--- src/rtl/cube_seg_addr_pkg.sv ---
package cube_seg_addr_pkg;
  localparam int FACE_W = 3;
  localparam int PAIR_N = 3;
  localparam int SEG_N  = 2 * PAIR_N;
  localparam int FPAIR_W = FACE_W - 1;

  // pair that stores the odd rows of face pair fp
  function automatic int odd_pair_of(input int fp);
    return (fp + 1) % PAIR_N;
  endfunction
endpackage

--- src/rtl/half_step.sv ---
module half_step #(
  parameter int W = 9
) (
  input  logic [W-1:0] v_i,
  output logic [W-2:0] dn_o,
  output logic [W-2:0] up_o
);
  // (v+1)>>1 == (v>>1) + v[0]; only all-ones overflows
  assign dn_o = v_i[W-1:1];
  assign up_o = (&v_i) ? '1 : v_i[W-1:1] + (W-1)'(v_i[0]);
endmodule

--- src/rtl/seg_addr_calc.sv ---
module seg_addr_calc
  import cube_seg_addr_pkg::*;
#(
  parameter int COORD_W = 9,
  localparam int HALF_W = COORD_W - 1,
  localparam int ADDR_W = 2 * HALF_W + 2
) (
  input  logic [FACE_W-1:0]       face_i,
  input  logic [COORD_W-1:0]      i_i,
  input  logic [COORD_W-1:0]      j_i,
  output logic [SEG_N*ADDR_W-1:0] addr_o
);
  logic [HALF_W-1:0] i_dn, i_up, j_dn, j_up;
  logic [FPAIR_W-1:0] fp;
  logic               face_ok;

  half_step #(.W(COORD_W)) u_col (.v_i(i_i), .dn_o(i_dn), .up_o(i_up));
  half_step #(.W(COORD_W)) u_row (.v_i(j_i), .dn_o(j_dn), .up_o(j_up));

  assign fp      = face_i[FACE_W-1:1];
  assign face_ok = (fp < FPAIR_W'(PAIR_N));

  for (genvar p = 0; p < PAIR_N; p++) begin : g_pair
    localparam int ODD_FP = (p + PAIR_N - 1) % PAIR_N;  // face pair whose odd rows live here
    logic              even_hit, odd_hit;
    logic [HALF_W-1:0] row;
    logic [1:0]        hi;

    assign even_hit = face_ok && (fp == FPAIR_W'(p));
    assign odd_hit  = face_ok && (fp == FPAIR_W'(ODD_FP));
    assign row      = even_hit ? j_up : j_dn;
    assign hi       = {odd_hit, face_i[0]};

    assign addr_o[(2*p)*ADDR_W +: ADDR_W]   = (even_hit || odd_hit) ? {hi, row, i_up} : '0;
    assign addr_o[(2*p+1)*ADDR_W +: ADDR_W] = (even_hit || odd_hit) ? {hi, row, i_dn} : '0;
  end
endmodule

--- src/rtl/pix_seg_sel.sv ---
module pix_seg_sel
  import cube_seg_addr_pkg::*;
(
  input  logic [FACE_W-1:0] face_i,
  input  logic              i_lsb_i,
  input  logic              j_lsb_i,
  input  logic              wr_i,
  input  logic              clr_i,
  output logic [SEG_N-1:0]  we_o
);
  logic [FPAIR_W-1:0] fp;
  logic               face_ok;

  assign fp      = face_i[FACE_W-1:1];
  assign face_ok = (fp < FPAIR_W'(PAIR_N));

  for (genvar k = 0; k < SEG_N; k++) begin : g_seg
    localparam int PAIR  = k / 2;
    localparam int RIGHT = k % 2;
    logic even_match, odd_match;
    assign even_match = !j_lsb_i && (fp == FPAIR_W'(PAIR));
    assign odd_match  =  j_lsb_i && (fp == FPAIR_W'((PAIR + PAIR_N - 1) % PAIR_N));
    assign we_o[k] = wr_i && (clr_i ||
                     (face_ok && (even_match || odd_match) && (i_lsb_i == 1'(RIGHT))));
  end
endmodule

--- src/rtl/cube_seg_addr_gen.sv ---
module cube_seg_addr_gen
  import cube_seg_addr_pkg::*;
#(
  parameter int COORD_W = 9,
  localparam int HALF_W = COORD_W - 1,
  localparam int ADDR_W = 2 * HALF_W + 2,
  localparam int BUS_W  = SEG_N * ADDR_W
) (
  input  logic               clk_i,
  input  logic               rst_ni,
  input  logic [FACE_W-1:0]  disp_face_i,
  input  logic [COORD_W-1:0] disp_i_i,
  input  logic [COORD_W-1:0] disp_j_i,
  input  logic [FACE_W-1:0]  ren_face_i,
  input  logic [COORD_W-1:0] ren_i_i,
  input  logic [COORD_W-1:0] ren_j_i,
  input  logic               ren_wr_i,
  input  logic               clr_i,
  input  logic [ADDR_W-1:0]  clr_addr_i,
  input  logic               buf_sel_i,
  output logic [BUS_W-1:0]   bank0_addr_o,
  output logic [SEG_N-1:0]   bank0_we_o,
  output logic [BUS_W-1:0]   bank1_addr_o,
  output logic [SEG_N-1:0]   bank1_we_o
);
  logic [BUS_W-1:0] disp_addr, ren_calc, ren_addr;
  logic [SEG_N-1:0] ren_we;

  seg_addr_calc #(.COORD_W(COORD_W)) u_disp_calc (
    .face_i(disp_face_i), .i_i(disp_i_i), .j_i(disp_j_i), .addr_o(disp_addr)
  );

  seg_addr_calc #(.COORD_W(COORD_W)) u_ren_calc (
    .face_i(ren_face_i), .i_i(ren_i_i), .j_i(ren_j_i), .addr_o(ren_calc)
  );

  pix_seg_sel u_we (
    .face_i(ren_face_i), .i_lsb_i(ren_i_i[0]), .j_lsb_i(ren_j_i[0]),
    .wr_i(ren_wr_i), .clr_i(clr_i), .we_o(ren_we)
  );

  assign ren_addr = clr_i ? {SEG_N{clr_addr_i}} : ren_calc;

  always_ff @(posedge clk_i or negedge rst_ni) begin
    if (!rst_ni) begin
      bank0_addr_o <= '0;
      bank1_addr_o <= '0;
      bank0_we_o   <= '0;
      bank1_we_o   <= '0;
    end else if (buf_sel_i) begin
      bank0_addr_o <= ren_addr;
      bank0_we_o   <= ren_we;
      bank1_addr_o <= disp_addr;
      bank1_we_o   <= '0;
    end else begin
      bank0_addr_o <= disp_addr;
      bank0_we_o   <= '0;
      bank1_addr_o <= ren_addr;
      bank1_we_o   <= ren_we;
    end
  end

  logic [HALF_W-1:0] col_gap;
  assign col_gap = disp_addr[0 +: HALF_W] - disp_addr[ADDR_W +: HALF_W];

  AST_COL_ADJACENT: assert property (@(posedge clk_i) disable iff (!rst_ni)
    col_gap <= HALF_W'(1));

  AST_SINGLE_WE: assert property (@(posedge clk_i) disable iff (!rst_ni)
    !clr_i |=> $onehot0(bank0_we_o | bank1_we_o));

  AST_CLEAR_ALL_WE: assert property (@(posedge clk_i) disable iff (!rst_ni)
    (clr_i && ren_wr_i) |=> ((bank0_we_o | bank1_we_o) == '1));

  AST_DISP_BANK0_RO: assert property (@(posedge clk_i) disable iff (!rst_ni)
    !buf_sel_i |=> (bank0_we_o == '0));

  AST_DISP_BANK1_RO: assert property (@(posedge clk_i) disable iff (!rst_ni)
    buf_sel_i |=> (bank1_we_o == '0));

  AST_BAD_FACE_ZERO: assert property (@(posedge clk_i) disable iff (!rst_ni)
    (disp_face_i > 3'd5 && !buf_sel_i) |=> (bank0_addr_o == '0));
endmodule

--- config.mk ---
export PLATFORM = sky130hd
export DESIGN_NAME = cube_seg_addr_gen
export DESIGN_NICKNAME = d
export VERILOG_FILES = /design/src/rtl/cube_seg_addr_pkg.sv /design/src/rtl/half_step.sv /design/src/rtl/seg_addr_calc.sv /design/src/rtl/pix_seg_sel.sv /design/src/rtl/cube_seg_addr_gen.sv
export SDC_FILE = /design/constraint.sdc
export NUM_CORES = 1
export LEC_CHECK = 0
export BUFFER_PORTS_ARGS = -buffer_cell sky130_fd_sc_hd__buf_4
export CORE_ASPECT_RATIO = 0.8
export CORE_MARGIN = 4
export CORE_UTILIZATION = 55
export DETAILED_ROUTE_END_ITERATION = 7
export PLACE_DENSITY = 0.86
export SLEW_MARGIN = 20
export SYNTH_ARGS = -nofsm -noshare
export SYNTH_HDL_FRONTEND = slang
export SYNTH_SLANG_ARGS = --single-unit
--- constraint.sdc ---
create_clock -name clk_i -period 1.22 [get_ports clk_i]
set_input_delay 0.366 -clock clk_i [delete_from_list [all_inputs] [get_ports clk_i]]
set_output_delay 0.366 -clock clk_i [all_outputs]
set_load 0.05 [all_outputs]
==> results, run 1 <==
- The starting density of the core is 0.5724.
- The number of gates resized after CTS was 395.
- The tree is rooted in a sky130_fd_sc_hd__clkbuf_16.
- The post-DP HPWL is 26,730 um.
- The share of the Yosys chip area taken by registers is 0.4796.
- The number of clock buffers added by TritonCTS is 17.
- The weighted congestion at the end of routability-driven global placement is 0.9885.
- The number of sinks handled by clock tree synthesis is 168.
- The count of flip-flops with a built-in enable after synthesis is 0.
- By area the synthesized netlist is led by sky130_fd_sc_hd__dfrtp_1, sky130_fd_sc_hd__a21oi_1, sky130_fd_sc_hd__buf_4.
- The clock tree buffer depth is 2.
- The count of input and output buffers is 292.
- The share of the synthesized area in the top cell type is 0.4796.
- The cts-stage hold buffer count is 1.
- Synthesis handed over a netlist of 916 instances.
- Each instance of the synthesized netlist takes up on average 9.570 um2.
- The synthesized net count is 999.
- The die is 120.9 um tall.
- The area of the mapped netlist is 8766 um2.
- In this run the horizontal extent of the chip is 149.1 um.
- Of all cell types, the one taking the most synthesized area is sky130_fd_sc_hd__dfrtp_1.
- For this run, asynchronously set or reset flops after synthesis account for 1.000.
- The number of setup buffers added after CTS is 38.
- Row generation in the floorplan step produced 40 rows.
- The main flop type after synthesis is sky130_fd_sc_hd__dfrtp_1.
- The run stopped with a tool error.
- The H-tree depth is 4.
- Progress stopped at 4_1_cts.
- The first error in the log reads "[ERROR DPL-0038] Utilization greater than 100%, impossible to legalize".
- After synthesis, the netlist uses 54 different library cells.
- The count of boundary I/O pins is 293.
- During synthesis, Yosys emitted a total of 0 warnings.
- The number of register bits inferred by synthesis is 168.
[cells by family after synthesis]
kind of cell,share of synthesized area
AO/OA/AOI/OAI,0.2638
XOR/XNOR,0.005995
adder cells (fa/ha/maj),0.02569
AND/OR/NAND/NOR,0.09835
flip-flops,0.4796
buffers and inverters,0.1005
multiplexers,0.02612
[metrics by stage]
| stage | instance area, um2 | TNS (ns) | hold slack (ns) | setup WS (ns) | instances |
|---|---|---|---|---|---|
| 2_1_floorplan | 9879 | -39.03 | 0.07041 | -0.3620 | 916 |
| 3_3_place_gp | 13030 | -74.83 | 0.2792 | -0.5688 | 1492 |
| 3_5_place_dp | 13030 | -81.31 | 0.2848 | -0.6317 | 1492 |
[synth_stat cells, drive strengths merged, types with 7 or more instances]
library cell,count
a211oi,19
a21oi,171
a22oi,38
a31o,7
a31oi,10
a41oi,8
and2,12
and4,7
buf,95
clkbuf,54
dfrtp,168
ha,18
inv,14
mux2,7
mux2i,15
nand2,25
nand3,23
nand4,15
nor2,63
o211ai,13
o21a,7
o21ai,26
o22ai,14
o32ai,10
or2,7
==> run 2, diff against run 1 <==
--- a/config.mk
+++ b/config.mk
@@ -6,11 +6,10 @@
 export NUM_CORES = 1
 export LEC_CHECK = 0
 export BUFFER_PORTS_ARGS = -buffer_cell sky130_fd_sc_hd__buf_4
-export CORE_ASPECT_RATIO = 0.8
 export CORE_MARGIN = 4
-export CORE_UTILIZATION = 55
+export CORE_UTILIZATION = 40
 export DETAILED_ROUTE_END_ITERATION = 7
-export PLACE_DENSITY = 0.86
+export PLACE_DENSITY_LB_ADDON = 0.15
 export SLEW_MARGIN = 20
 export SYNTH_ARGS = -nofsm -noshare
 export SYNTH_HDL_FRONTEND = slang
==> run 2 against run 1 <==
Synthesized cell count did not move; the flow now finishes, with violations (negative setup slack); synthesized area did not move.
==> results, run 2 <==
- In the synthesized netlist, the cells that appear most often are sky130_fd_sc_hd__a21oi_1, sky130_fd_sc_hd__dfrtp_1, sky130_fd_sc_hd__nor2_1, sky130_fd_sc_hd__buf_4, sky130_fd_sc_hd__clkbuf_1.
- The most frequently used cell type in the post-synthesis netlist is sky130_fd_sc_hd__a21oi_1.
- The count of cell instances traversed by the critical path is 1.
- The checks that failed: negative setup slack.
- In the final layout, the multi-input gates occupy 5341 um2.
- The sequential cell area fraction in the yosys report is 0.4796 (unchanged).
- The signal on the critical path passes through buf_6.
- The final number of setup-violating endpoints is 346.
- The tree is rooted in a sky130_fd_sc_hd__clkbuf_16.
- The H-tree depth is 4 (unchanged).
- The width of the chip is 156.0 um (+4.6%).
- The number of sinks handled by clock tree synthesis came to 168 (unchanged).
- The synthesis warning total is 0 (unchanged).
- The compound-cell area share of the yosys netlist is 0.2638 (unchanged).
- Ranked by total cell area, the synthesized netlist is headed by sky130_fd_sc_hd__dfrtp_1, sky130_fd_sc_hd__a21oi_1, sky130_fd_sc_hd__buf_4.
- The most used flip-flop cell after synthesis is sky130_fd_sc_hd__dfrtp_1.
- The starting density of the core is 0.4118 (-0.1606).
- The count of boundary I/O pins is 293 (unchanged).
- The layout filler cell count is 1,410.
- The end point of the critical path is bank0_addr_o[13].
- The mux share of post-synthesis cell area was 0.02612 (unchanged).
- The number of nets in the finished design is 1,389.
- The length of routed wiring on met1 is 14,540 um.
- The synthesized instance count is 916 (unchanged).
- The number of vias per cell is 5.783.
- After detailed routing, the number of remaining DRC violations is 0.
- The number of register bits inferred by synthesis is 168 (unchanged).
- The antenna diode count is 0.
- The fraction of power spent switching nets is 0.3875.
- The detailed router placed 9,218 vias in this run.
- Setup repair after global routing could not meet its margin everywhere.
- The maximum single-stage delay on the critical path is 0.45 ns.
- The number of placement rows came to 53 (+33%).
- The internal power summed over all cells is 12.30 mW.
- The highest net fanout along the worst path is 2.
- The sequential power share is 0.325.
- The combinational family with the most area after synthesis is compound AO/OA/AOI/OAI gates.
- The initial detailed-routing violation count is 635.
- The transition time of the tightest slew-check pin is 0.4740 ns.
- Across all setup checks in the final design, the least slack found is -0.1970 ns.
- The analysis attributes to net switching a power of 7.784 mW.
- The worst slew slack as a fraction of its limit is 0.6819.
- The count of TritonRoute iterations in the first routing pass is 6.
- The area of all sequential standard cells is 4275 um2.
- The via count of the first global-routing pass is 9,338.
- The number of buffers and inverters on the critical path is 1.
- The tool flagged a number of max-cap violations equal to 0.
- The wire length on met3 is 2805 um.
- On the critical path, the stage with the largest delay is an instance of sky130_fd_sc_hd__dfrtp_2.
- The share of the synthesized area in the top cell type came to 0.4796 (unchanged).
- The average routed wire per standard cell is 22.52 um.
- The post-route clock period utilization is 1.161.
- The power after layout is 20.09 mW.
- The xor/xnor cell area share of the yosys netlist is 0.005995 (unchanged).
- The arrival time reported for the critical path endpoint is 1.05 ns.
- The share of total power dissipated in combinational logic is 0.398.
- The synthesized area per cell is 9.570 um2 (unchanged).
- The overflow left after global routing is 0.
- The synthesis-to-layout area growth is 81.47%.
- The worst endpoint required time is 0.85 ns.
- STA classifies the critical path endpoint as an output port.
- The most critical setup path has its startpoint at bank0_addr_o[31].
- Entering global routing, the biggest net connects 48 pins.
- The die span in y is 156.0 um (+29%).
- The run finished, with violations left.
- The simple-gate portion of the synthesized area is 0.09834 (unchanged).
- The maximum vdd ir drop is 0.9645 mV.
- The core area is 21,290 um2.
- The top cell types in the final layout, fill and taps aside, are sky130_fd_sc_hd__buf_6, sky130_fd_sc_hd__buf_4, sky130_fd_sc_hd__dfrtp_1.
- The initial antenna violation count is 0.
- The cell class contributing the biggest share of worst-path delay is flip-flops.
- Dividing total power by cell area gives a power density of 1263 nW/um2.
- Summed over all layers, the routed wires come to 35,890 um.
- The post-DP HPWL was 25,440 um (-4.8%).
- The synthesized net count is 999 (unchanged).
- In the final layout, the share of cells above drive strength 1 is 0.6611.
- The worst setup path is launched from a flop.
- The highest clock rate is 705.7 MHz.
- Of the total power, the clock network draws 0.278.
- The area of the mapped netlist is 8766 um2 (unchanged).
- The time the worst path needs with I/O delays and setup is 1.417 ns.
- For this run, the total global-route usage over all layers was measured as 0.2825.
- The path category of the worst min-delay check is primary input to flop.
- The clock tree buffer depth is 2 (unchanged).
- The number of buffers created by CTS came to 17 (unchanged).
- The leakage power of the design is 6.811 nW.
- The largest registers in the layout are bank0_addr_o (78), bank1_addr_o (78).
- The weighted congestion at the end of routability-driven global placement is 0.9251 (-6.4%).
- Leaving out fill and tap cells, the most frequent cell in the layout is sky130_fd_sc_hd__buf_6.
- The final count of hold timing violations was 0.
- The largest area contributor in the synthesized netlist is sky130_fd_sc_hd__dfrtp_1.
- The die covers 24,350 um2.
- The highest layer touched by signal routing is met4.
- The count of flip-flops with a built-in enable after synthesis came to 0 (unchanged).
- Detailed routing placed a total of 17,650 um of wire on met2.
- The TritonCTS clock tree is built.
- The max-slew violation total from the final report is 0.
- The count of input and output buffers is 292 (unchanged).
- The first global-routing pass estimated 53,560 um of wire.
- The critical path is of the flop to output port type.
- The clock transition at the registers of the reported paths is 0.07 ns.
- The adder-cell area share of the yosys netlist came to 0.02569 (unchanged).
- The share of synthesized flip-flops with an asynchronous set or reset is 1.000 (unchanged).
- The post-detailed-route count of antenna-violating nets is 0.
- The number of distinct library cells after synthesis is 54 (unchanged).
- The setup TNS is -40.67 ns.
-- run 2: cell counts after synthesis --
No cell type changed its count.
-- run 2: layout make-up --
cell class	instances	area share
Multi-Input combinational cell	585	0.3358
Tap cell	275	0.02163
Clock buffer	19	0.02784
Timing Repair Buffer	519	0.3289
Clock inverter	13	0.01007
Sequential cell	168	0.2688
Inverter	15	0.007000
-- run 2: repair_timing --
item / CTS / global route
hold endpoints to repair: 15 / 0
hold buffers: 1 / 0
endpoints found under the setup margin: 324 / 363
setup buffers: 29 / 20
gates cloned: 2 / 1
gates resized for setup: 333 / 151
pin swaps: 66 / 62
-- run 2: metal layers --
metal	track usage	up-vias
li1	-	4087
met1	0.3830	4579
met2	0.4631	493
met3	0.05298	59
met4	0.08378	0
met5	0	-
-- run 2: how the worst min path moves through the flow --
stage / to / slack (ns) / from / depth (start not counted)
after global placement: bank0_we_o[0] / 0.23 / rst_ni / 1
after detailed placement: bank0_we_o[0] / 0.23 / rst_ni / 1
after floorplan: bank0_addr_o[0] / 0.07 / rst_ni / 0
after global routing: bank0_addr_o[34] / 0.25 / disp_face_i[0] / 3
after CTS: bank0_addr_o[34] / 0.22 / disp_face_i[0] / 3
final: bank0_addr_o[106] / 0.24 / disp_face_i[0] / 3
-- run 2: cell families (layout without fill, tap and decap cells) --
family | Yosys count | in the layout
AO/OA/AOI/OAI | 365 | 365
AND/OR/NAND/NOR | 173 | 174
flip-flops | 168 | 168
buffers and inverters | 164 | 566
multiplexers | 22 | 22
adder cells (fa/ha/maj) | 18 | 18
XOR/XNOR | 6 | 6
-- run 2: stage by stage --
stage	cell area, um2	hold WS, ns	instances	setup slack (ns)	util
6_report	15910	0.2387	1594	-0.1970	0.7473
5_1_grt	15910	0.2475	1594	-0.2189	0.7473
4_1_cts	15090	0.2190	1579	-0.1979	0.7088
3_5_place_dp	12860	0.2260	1518	-0.6470	0.6043
3_3_place_gp	12860	0.2304	1518	-0.6178	0.6043
2_1_floorplan	9879	0.07041	916	-0.3620	-
-- run 2: power groups by stage --
stage	Clock (mW)	Combinational, mW	Sequential [mW]
floorplan	0	2.68	8.30
global placement	0	6.72	6.48
detailed placement	0	6.76	6.49
CTS	5.63	7.55	6.51
global route	5.88	8.30	6.57
finish	5.58	7.99	6.52
(Power assumes the default switching activity.)
